**src/rtl/psram_pkg.sv**
```systemverilog
package psram_pkg;

    typedef enum logic [2:0] {
        ST_IDLE,
        ST_GAP,
        ST_TURN,
        ST_READ,
        ST_WR_PULSE,
        ST_WR_RECOVER
    } psram_state_e;

    // Nanoseconds to clock cycles, rounded up, never below one.
    function automatic int ns2cyc(input int ns, input int clk_ns);
        int c;
        c = (ns + clk_ns - 1) / clk_ns;
        return (c < 1) ? 1 : c;
    endfunction

    function automatic int imax(input int a, input int b);
        return (a > b) ? a : b;
    endfunction

endpackage

```
**src/rtl/psram_interval_timer.sv**
```systemverilog
module psram_interval_timer #(
    parameter int W = 4
) (
    input  logic         clk,
    input  logic         rst_n,
    input  logic         load,
    input  logic [W-1:0] load_val,
    output logic         last
);
    logic [W-1:0] cnt_q;

    always_ff @(posedge clk or negedge rst_n) begin
        if (!rst_n)
            cnt_q <= '0;
        else if (load)
            cnt_q <= load_val;
        else if (cnt_q != '0)
            cnt_q <= cnt_q - 1'b1;
    end

    assign last = (cnt_q == W'(1));
endmodule

```
**src/rtl/psram_refresh_guard.sv**
```systemverilog
module psram_refresh_guard #(
    parameter int N_RC    = 7,
    parameter int N_BURST = 1875
) (
    input  logic clk,
    input  logic rst_n,
    input  logic ce1_n,
    output logic due
);
    localparam int RUN_W = $clog2(N_BURST + 1);
    localparam int HI_W  = $clog2(N_RC + 1);

    logic [HI_W-1:0]  hi_q;
    logic [RUN_W-1:0] run_q;
    logic [RUN_W-1:0] run_inc;

    assign run_inc = (int'(run_q) >= N_BURST) ? run_q : run_q + 1'b1;

    always_ff @(posedge clk or negedge rst_n) begin
        if (!rst_n) begin
            hi_q  <= '0;
            run_q <= '0;
        end else if (ce1_n) begin
            hi_q <= (hi_q == HI_W'(N_RC)) ? hi_q : hi_q + 1'b1;
            if (int'(hi_q) + 1 >= N_RC)
                run_q <= '0;
            else
                run_q <= run_inc;
        end else begin
            hi_q  <= '0;
            run_q <= run_inc;
        end
    end

    // Starting a read now could carry the run past the window.
    assign due = (int'(run_q) + N_RC + 1) > N_BURST;
endmodule

```
**src/rtl/psram_ctrl.sv**
```systemverilog
module psram_ctrl
    import psram_pkg::*;
#(
    parameter int CLK_PERIOD_NS = 8,
    parameter int ADDR_W        = 18,
    parameter int DATA_W        = 16,
    parameter int T_RC_NS       = 55,
    parameter int T_WC_NS       = 55,
    parameter int T_PWE_NS      = 40,
    parameter int T_AW_NS       = 45,
    parameter int T_SD_NS       = 25,
    parameter int T_BURST_NS    = 15000
) (
    input  logic                   clk,
    input  logic                   rst_n,
    input  logic                   req,
    output logic                   ready,
    input  logic                   req_we,
    input  logic [ADDR_W-1:0]      req_addr,
    input  logic [DATA_W-1:0]      req_wdata,
    input  logic [DATA_W/8-1:0]    req_be,
    output logic                   rsp_valid,
    output logic [DATA_W-1:0]      rsp_rdata,
    output logic                   mem_ce1_n,
    output logic                   mem_ce2,
    output logic                   mem_oe_n,
    output logic                   mem_we_n,
    output logic [DATA_W/8-1:0]    mem_be_n,
    output logic [ADDR_W-1:0]      mem_addr,
    output logic [DATA_W-1:0]      mem_dq_out,
    output logic                   mem_dq_oe,
    input  logic [DATA_W-1:0]      mem_dq_in
);
    localparam int LANES   = DATA_W / 8;
    localparam int N_RC    = ns2cyc(T_RC_NS, CLK_PERIOD_NS);
    localparam int N_WP    = imax(ns2cyc(T_PWE_NS, CLK_PERIOD_NS),
                             imax(ns2cyc(T_AW_NS, CLK_PERIOD_NS),
                                  ns2cyc(T_SD_NS, CLK_PERIOD_NS)));
    localparam int N_WR    = imax(1, ns2cyc(T_WC_NS, CLK_PERIOD_NS) - N_WP);
    localparam int N_BURST = T_BURST_NS / CLK_PERIOD_NS;
    localparam int TMR_W   = $clog2(imax(N_RC, imax(N_WP, N_WR)) + 1);

    psram_state_e state_q, state_d;

    logic              tmr_load;
    logic [TMR_W-1:0]  tmr_val;
    logic              tmr_last;
    logic              gap_due;
    logic              active_q;
    logic              last_rd_q;
    logic              accept;
    logic              no_lanes;
    logic [ADDR_W-1:0] addr_q;
    logic [DATA_W-1:0] wdata_q;
    logic [LANES-1:0]  be_q;
    logic [DATA_W-1:0] lane_mask;
    logic [DATA_W-1:0] rdata_q;
    logic              rvalid_q;

    psram_interval_timer #(.W(TMR_W)) u_timer (
        .clk      (clk),
        .rst_n    (rst_n),
        .load     (tmr_load),
        .load_val (tmr_val),
        .last     (tmr_last)
    );

    psram_refresh_guard #(.N_RC(N_RC), .N_BURST(N_BURST)) u_guard (
        .clk   (clk),
        .rst_n (rst_n),
        .ce1_n (mem_ce1_n),
        .due   (gap_due)
    );

    // Byte lane expansion of the captured enables
    for (genvar g = 0; g < LANES; g++) begin : g_lane
        assign lane_mask[g*8 +: 8] = {8{be_q[g]}};
    end

    assign accept   = req && ready;
    assign no_lanes = (req_be == '0);

    // Next state and interval timer load
    always_comb begin
        state_d  = state_q;
        tmr_load = 1'b0;
        tmr_val  = '0;
        unique case (state_q)
            ST_IDLE: begin
                if (accept && !no_lanes) begin
                    tmr_load = 1'b1;
                    if (!req_we) begin
                        state_d = gap_due ? ST_GAP : ST_READ;
                        tmr_val = TMR_W'(N_RC);
                    end else if (last_rd_q) begin
                        state_d = ST_TURN;
                        tmr_val = TMR_W'(1);
                    end else begin
                        state_d = ST_WR_PULSE;
                        tmr_val = TMR_W'(N_WP);
                    end
                end
            end
            ST_GAP: begin
                if (tmr_last) begin
                    state_d  = ST_READ;
                    tmr_load = 1'b1;
                    tmr_val  = TMR_W'(N_RC);
                end
            end
            ST_TURN: begin
                if (tmr_last) begin
                    state_d  = ST_WR_PULSE;
                    tmr_load = 1'b1;
                    tmr_val  = TMR_W'(N_WP);
                end
            end
            ST_READ: begin
                if (tmr_last) state_d = ST_IDLE;
            end
            ST_WR_PULSE: begin
                if (tmr_last) begin
                    state_d  = ST_WR_RECOVER;
                    tmr_load = 1'b1;
                    tmr_val  = TMR_W'(N_WR);
                end
            end
            ST_WR_RECOVER: begin
                if (tmr_last) state_d = ST_IDLE;
            end
            default: state_d = ST_IDLE;
        endcase
    end

    // State register
    always_ff @(posedge clk or negedge rst_n) begin
        if (!rst_n)
            state_q <= ST_IDLE;
        else
            state_q <= state_d;
    end

    // Request capture, read capture and access history
    always_ff @(posedge clk or negedge rst_n) begin
        if (!rst_n) begin
            active_q  <= 1'b0;
            last_rd_q <= 1'b0;
            addr_q    <= '0;
            wdata_q   <= '0;
            be_q      <= '0;
            rdata_q   <= '0;
            rvalid_q  <= 1'b0;
        end else begin
            active_q <= 1'b1;
            rvalid_q <= 1'b0;
            if (accept) begin
                addr_q  <= req_addr;
                wdata_q <= req_wdata;
                be_q    <= req_be;
                if (no_lanes && !req_we) begin
                    rvalid_q <= 1'b1;
                    rdata_q  <= '0;
                end
            end
            if (state_q == ST_READ && tmr_last) begin
                rdata_q   <= mem_dq_in & lane_mask;
                rvalid_q  <= 1'b1;
                last_rd_q <= 1'b1;
            end
            if (state_q == ST_WR_RECOVER && tmr_last)
                last_rd_q <= 1'b0;
        end
    end

    // Outputs decoded from the state
    always_comb begin
        mem_ce1_n = 1'b1;
        mem_oe_n  = 1'b1;
        mem_we_n  = 1'b1;
        mem_be_n  = '1;
        mem_dq_oe = 1'b0;
        ready     = 1'b0;
        unique case (state_q)
            ST_IDLE:       ready = active_q;
            ST_GAP:        ;
            ST_TURN:       ;
            ST_READ: begin
                mem_ce1_n = 1'b0;
                mem_oe_n  = 1'b0;
                mem_be_n  = ~be_q;
            end
            ST_WR_PULSE: begin
                mem_ce1_n = 1'b0;
                mem_we_n  = 1'b0;
                mem_be_n  = ~be_q;
                mem_dq_oe = 1'b1;
            end
            ST_WR_RECOVER: begin
                mem_ce1_n = 1'b0;
                mem_be_n  = ~be_q;
            end
            default: ;
        endcase
    end

    assign mem_ce2    = active_q;
    assign mem_addr   = addr_q;
    assign mem_dq_out = wdata_q;
    assign rsp_valid  = rvalid_q;
    assign rsp_rdata  = rdata_q;
endmodule

```
**config.mk**
```make
export PLATFORM = sky130hd
export DESIGN_NAME = psram_ctrl
export DESIGN_NICKNAME = d
export VERILOG_FILES = /design/src/rtl/psram_pkg.sv /design/src/rtl/psram_interval_timer.sv /design/src/rtl/psram_refresh_guard.sv /design/src/rtl/psram_ctrl.sv
export SDC_FILE = /design/constraint.sdc
export NUM_CORES = 1
export LEC_CHECK = 0
export BUFFER_PORTS_ARGS = -buffer_cell sky130_fd_sc_hd__buf_2
export CAP_MARGIN = 20
export CORE_UTILIZATION = 25
export CTS_BUF_LIST = sky130_fd_sc_hd__clkbuf_16
export DETAILED_ROUTE_END_ITERATION = 7
export PLACE_DENSITY = 0.52
export REMOVE_ABC_BUFFERS = 1
export SETUP_SLACK_MARGIN = 0.1
export SYNTH_ARGS = -nofsm -noshare
export SYNTH_HDL_FRONTEND = slang
export SYNTH_SLANG_ARGS = --single-unit
```
**constraint.sdc**
```tcl
create_clock -name clk -period 2.6 [get_ports clk]
set_input_delay 0 -clock clk [delete_from_list [all_inputs] [get_ports clk]]
set_output_delay 0 -clock clk [all_outputs]
set_load 0.005 [all_outputs]
```
==> results of run 1 <==
## Yosys cell counts, drive strengths merged, types with 4 or more instances
master,count
dfrtp,75
xnor2,8
and2,5
o21ai,14
o211ai,5
or3,5
nor4,4
buf,11
inv,10
xor2,6
mux2,36
nor2,25
o31ai,7
a21oi,16
nand2,18
a22o,16
nor3,9
nor2b,7
nand3,5
nand2b,6
clkbuf,14
ha,8
## logic make-up (layout without fill, tap and decap cells)
group	Yosys count	count (layout)	synth area share [%]
other cells	1	1	0.0961
buf+inv	35	212	4.36
compound gates	89	89	17.5
simple gates	97	97	13.3
mux	37	37	10.6
fa+ha+maj	9	9	2.82
xor+xnor	14	14	3.14
flops	75	75	48.1
## area by class of cell
type	count	area (sq um)	area share, %
clock buffer	9	225	4.06
clock inverter	7	43.8	0.789
inverter	10	37.5	0.676
multi-input combinational	247	1860	33.6
sequential	75	1880	33.8
tap	188	235	4.24
timing repair buffer	186	1270	22.9
## placed cells by master (no fill, tap or decap), types with 5 or more instances in the layout
master,count
a21oi_1,15
a22o_1,16
and2_1,5
buf_2,113
buf_4,18
clkbuf_16,9
dfrtp_1,74
dlygate4sd3_1,53
ha_1,8
inv_1,11
mux2_2,36
nand2_1,18
nand2b_1,6
nand3_1,5
nor2_1,25
nor2b_1,7
nor3_1,8
o211ai_1,5
o21ai_0,13
o31ai_1,6
xnor2_1,8
xor2_1,6
## per-layer routing
| metal | vias to the layer above | wire, um |
|---|---|---|
| met5 | - | 0 |
| met2 | 97 | 4710 |
| met3 | 12 | 420 |
| met1 | 1637 | 4610 |
| li1 | 1637 | - |
| met4 | 0 | 188 |
## critical path, stage by stage, from the launching register on
cell and delay, ns:
dfrtp_1 0.43, ha_1 0.26, a2111o_1 0.39, a21o_1 0.21
a21oi_4 0.23, o21ai_2 0.12, or4_1 0.51, a21oi_1 0.15
## worst max-delay path by stage
stage / start / to / depth (start not counted)
final: u_guard.run_q[0]$_DFF_PN0_ / u_guard.run_q[9]$_DFF_PN0_ / 7
after floorplan: state_q[1]$_DFFE_PN0P_ / rsp_rdata[0]$_DFFE_PN0P_ / 5
after global routing: u_guard.run_q[0]$_DFF_PN0_ / state_q[1]$_DFFE_PN0P_ / 9
after CTS: u_guard.run_q[0]$_DFF_PN0_ / u_guard.run_q[9]$_DFF_PN0_ / 7
after global placement: u_guard.run_q[3]$_DFF_PN0_ / state_q[1]$_DFFE_PN0P_ / 7
after detailed placement: u_guard.run_q[0]$_DFF_PN0_ / u_guard.run_q[9]$_DFF_PN0_ / 7
## registers in the layout (all words and copies together) (netlist names)
signal / count
mem_addr: 18
mem_dq_out: 16
rsp_rdata: 16
u_guard.run_q: 11
state_q: 3
u_guard.hi_q: 3
u_timer.cnt_q: 3
be_q: 2
last_rd_q: 1
mem_ce2: 1
rsp_valid: 1
## metrics by stage
| step | std cells | hold WS [ns] | cell area, sq um |
|---|---|---|---|
| 2_1_floorplan | 332 | -0.296 | 3770 |
| 3_3_place_gp | 651 | 0.209 | 4710 |
| 3_5_place_dp | 651 | 0.223 | 4710 |
| 4_1_cts | 720 | 0.0721 | 5510 |
| 5_1_grt | 722 | 0.136 | 5550 |
| 6_report | 722 | 0.0925 | 5550 |
## power by group through the flow
stage | registers, mW | clock network [mW] | logic, mW
3_5_place_dp | 2.01 | 0 | 2.23
4_1_cts | 1.99 | 1.18 | 2.30
2_1_floorplan | 2.10 | 0 | 1.21
3_3_place_gp | 1.98 | 0 | 2.19
5_1_grt | 2.06 | 1.22 | 2.56
6_report | 2.00 | 1.13 | 2.30
## what timing repair did
item                                   4_1_cts  5_1_grt
endpoints found under the hold margin      127        0
resized for setup                            0        3
hold buffers                                53        0
setup endpoints to repair                    0        1
==> flow_summary.toml, run 1 <==
[timing]
post-route-min-period_ns = 2.37
hold_viol = 0
finalMaxSlewViolations = 0
fin_crit_sh_pct = 91.2
setup_ws_ns = 0.229
setup_viol = 0
fmax_ghz = 0.422
skew_ns = 0.00937
tightest_slew_ns = 0.708
timing.slew.headroom_pct = 52.6
setup_tns_ns = 0
rsz0062_at_grt = "false"

[worst_setup_path]
r2r_setup_slack_ns = 0.23
crit_path_end_kind = "flop"
arrival_ns = 2.63
crit_required_ns = 2.86
r2r_start = "u_guard.run_q[0]$_DFF_PN0_"
r2r-end = "u_guard.run_q[9]$_DFF_PN0_"
r2r_cells = 7
critPathMaxFanout = 7
startpoint_type = "flop"
critPathKind = "reg2reg"

[hold_path]
whs_path_depth = 4
hp-class = "in2reg"
hold_end = "state_q[0]$_DFFE_PN0P_"
min_from = "req_we"

[routing]
antenna_left = 0
viasPerCell = 4.69
drt_pass1_iterations = 4
dr.first_iter.drc_count = 160
wirelength_um = 9940
wire_per_inst_um = 13.8
drc = 0
dr_total_vias = 3383

[synthesis]
synth_largest_area_cell = "dfrtp_1"
async_reset_ff_share_pct = 100
synth_edf_count = 0
syn-cell-area_sq_um = 3900
synth_ff_type = "dfrtp_1"
postSynthAreaPerCell_sq_um = 10.9
yosys.area.top_type_share_pct = 48.1
synth.yosys.seq_area_share_pct = 48.1
ys_types = 64
synth_area_leaders = "dfrtp_1 48%, mux2_2 10%, a22o_1 3.6%, ha_1 2.6%, nor2_1 2.4%"
ys.warnings.count = 0
syn_inst = 357
synth-seq-cells = 75

[power]
ir_drop_uv = 362
p_leak_nw = 2.56
powerDensity_nw_per_um2 = 978
p_comb_share_pct = 42.3
sw_frac_of_total_pct = 35.9
clock_power_share_pct = 20.9
seqPwrFrac_pct = 36.8
netSwitchingPower_mw = 1.95
power_mw = 5.43
cellInternalPower_mw = 3.48

[floorplanning]
ios = 115
core.rowCount = 45
fp.dieW_um = 127
floorplan.initialDensity_pct = 25.7
die_h_um = 127
die-area_sq_um = 16100
core_area_sq_um = 15200

[global_routing]
grt_first_pass_wirelength_um = 16600
grt_pass1_vias = 3500
use_met2_pct = 21.6
grt_max_degree = 76
antenna_found_initial = 0
grt_util_met3_pct = 1.94
grtUsageMet1_pct = 15.8
grt_busiest_layer = "met2"
grt_util_all_layers_pct = 12.7
gr-total-overflow = 0

[finish]
fillers = 1483
drive_gt1_share_pct = 36.7
num_antenna_cells = 0
utilization_pct = 36.5
area_growth_pct = 42.3
nets = 593

[placement]
hpwl_um = 6570
gp_congestion = 0.861
portBuffers = 114
dp_slack_ns = 0.255

[run]
cap_violations = 0

[clocking]
post_cts.repair.setup_buffers = 0
htreeDepth = 3
cts_tree = "yes"
numCtsBuffers = 9
clk_latency_ns = 0.33
clockRootBuffer = "clkbuf_16"
clk_pin_slew_ns = 0.06
cts_sinks = 75
cts.path.max_buffers = 2

[run_status]
outcome = "complete, no violations"
(Power assumes the default switching activity.)
==> run 2: changes to the inputs <==
CORE_MARGIN = 3   (was default)
==> run 2 against run 1 <==
Non-clock buffer count is 2 lower. Register-to-register slack better by 0.02 ns. Sequential share of layout area decreased by 0.32 points. Global-route usage fell by 1.3 points. Clock skew down 0.0037 ns. Sequential cell count unchanged. Sequential power is essentially flat. First-iteration DRC count up 48%. Power increased by 4.1%. Setup slack better by 0.019 ns. Critical path depth stayed put. Critical path type unchanged. Critical endpoint unchanged.
==> flow_summary.toml, run 2 (synthesis results as in run 1) <==
[power]
cellInternalPower_mw = 3.68
power_mw = 5.65
netSwitchingPower_mw = 1.97
p_comb_share_pct = 40.8
p_leak_nw = 2.57
ir_drop_uv = 303
powerDensity_nw_per_um2 = 1010
seqPwrFrac_pct = 35.1
sw_frac_of_total_pct = 34.8
clock_power_share_pct = 24.0

[finish]
largest_register_ffs = 18
area_growth_pct = 43.7
utilization_pct = 36.7
layout_commonest_cell = "buf_2"
mostFrequentLayoutCells = "114 x buf_2, 74 x dfrtp_1, 53 x dlygate4sd3_1"
nets = 591
finalInstanceArea_sq_um = 5610
stdcell_count = 743
num_antenna_cells = 0
drive_gt1_share_pct = 36.7

[worst_setup_path]
critPathMaxFanout = 7
critPathSlowestCell = "or4_1"
arrival_ns = 2.61
startpoint_type = "flop"
crit_path_end_kind = "flop"
worstPathCellList = "ha_1 -> a2111o_1 -> a21o_1 -> a21oi_4 -> o21ai_2 -> or4_1 -> a21oi_1"
critPathKind = "reg2reg"
critPathMaxStageDelay_ns = 0.52
crit_required_ns = 2.86

[clocking]
htreeDepth = 3
clk_pin_slew_ns = 0.06
cts_tree = "yes"
clockRootBuffer = "clkbuf_16"
clk_latency_ns = 0.33
numCtsBuffers = 9
cts.path.max_buffers = 2
cts_sinks = 75
post_cts.repair.setup_buffers = 0

[timing]
rsz0062_at_grt = "false"
setup_viol = 0
fin_crit_sh_pct = 90.5
timing.slew.headroom_pct = 60.4
finalMaxSlewViolations = 0
post-route-min-period_ns = 2.35
tightest_slew_ns = 0.592
skew_ns = 0.00563
fmax_ghz = 0.425
holdWs_ns = 0.0516
hold_viol = 0

[floorplanning]
fp.dieW_um = 131
core.rowCount = 45
core_area_sq_um = 15300
ios = 115
die-area_sq_um = 17100
floorplan.initialDensity_pct = 25.6
die_h_um = 131

[routing]
antenna_left = 0
dr.first_iter.drc_count = 237
wirelength_um = 9990
drc = 0
drt_pass1_iterations = 4
dr_total_vias = 3376
viasPerCell = 4.54
wire_per_inst_um = 13.4

[placement]
hpwl_um = 6710
dp.cells = 673
placed_cell_area_sq_um = 4740
portBuffers = 114
gp_congestion = 0.806

[global_routing]
grt_pass1_vias = 3144
grt_max_degree = 65
antenna_found_initial = 0
grt_first_pass_wirelength_um = 15500
grt_util_all_layers_pct = 11.4
gr-total-overflow = 0

[run]
cap_violations = 0

[hold_path]
hp-class = "in2reg"

[run_status]
outcome = "complete, no violations"
[run 2: timing repair]
action | CTS | global route
endpoints found under the hold margin | 127 | 0
endpoints found under the setup margin | 0 | 1
hold buffers | 53 | 0
resized for setup | 0 | 2
[run 2: critical path: cells and delay by family (launching register included)]
family / cells / cell delay [ns]
AOI/OAI and AO/OA: 5 / 1.11
and+or+nand+nor: 1 / 0.52
DFF: 1 / 0.39
adders and majority gates: 1 / 0.25
[run 2: worst paths after layout]
check	end	cells past startpoint	slack (ns)	start
max in group asynchronous	u_guard.run_q[2]$_DFF_PN0_	3	1.85	rst_n
min reg2reg	mem_addr[3]$_DFFE_PN0P_	1	0.50	mem_addr[3]$_DFFE_PN0P_
max reg2reg	u_guard.run_q[9]$_DFF_PN0_	7	0.25	u_guard.run_q[0]$_DFF_PN0_
max	u_guard.run_q[9]$_DFF_PN0_	7	0.25	u_guard.run_q[0]$_DFF_PN0_
min in group asynchronous	rsp_rdata[15]$_DFFE_PN0P_	2	0.10	rst_n
min	state_q[0]$_DFFE_PN0P_	4	0.05	req_we
[run 2: routing by layer]
metal | vias up | GRT usage (%) | wire (um)
li1 | 1641 | - | -
met1 | 1629 | 14.6 | 4580
met2 | 98 | 18.4 | 4820
met3 | 8 | 2.68 | 503
met4 | 0 | 4.72 | 82
met5 | - | 0 | 0
[run 2: through the flow]
step	TNS [ns]	worst slack, ns
after floorplan	-0.884	-0.0553
after global placement	0	0.331
after detailed placement	0	0.274
after CTS	0	0.258
after global routing	0	0.120
final	0	0.248
[run 2: area by class of cell]
cell class,instances,area [sq um]
fill,1482,9650
timing repair buffer,184,1240
multi-input combinational,247,1860
clock buffer,9,225
clock inverter,7,98.8
inverter,10,37.5
tap,211,264
sequential,75,1880
[run 2: power groups by stage]
stage               combinational [mW]  clock, mW  sequential (mW)
floorplan                         1.21          0             2.10
global placement                  2.20          0             1.97
detailed placement                2.25          0             2.00
CTS                               2.31       1.41             1.98
global route                      2.58       1.45             2.05
finish                            2.31       1.36             1.98
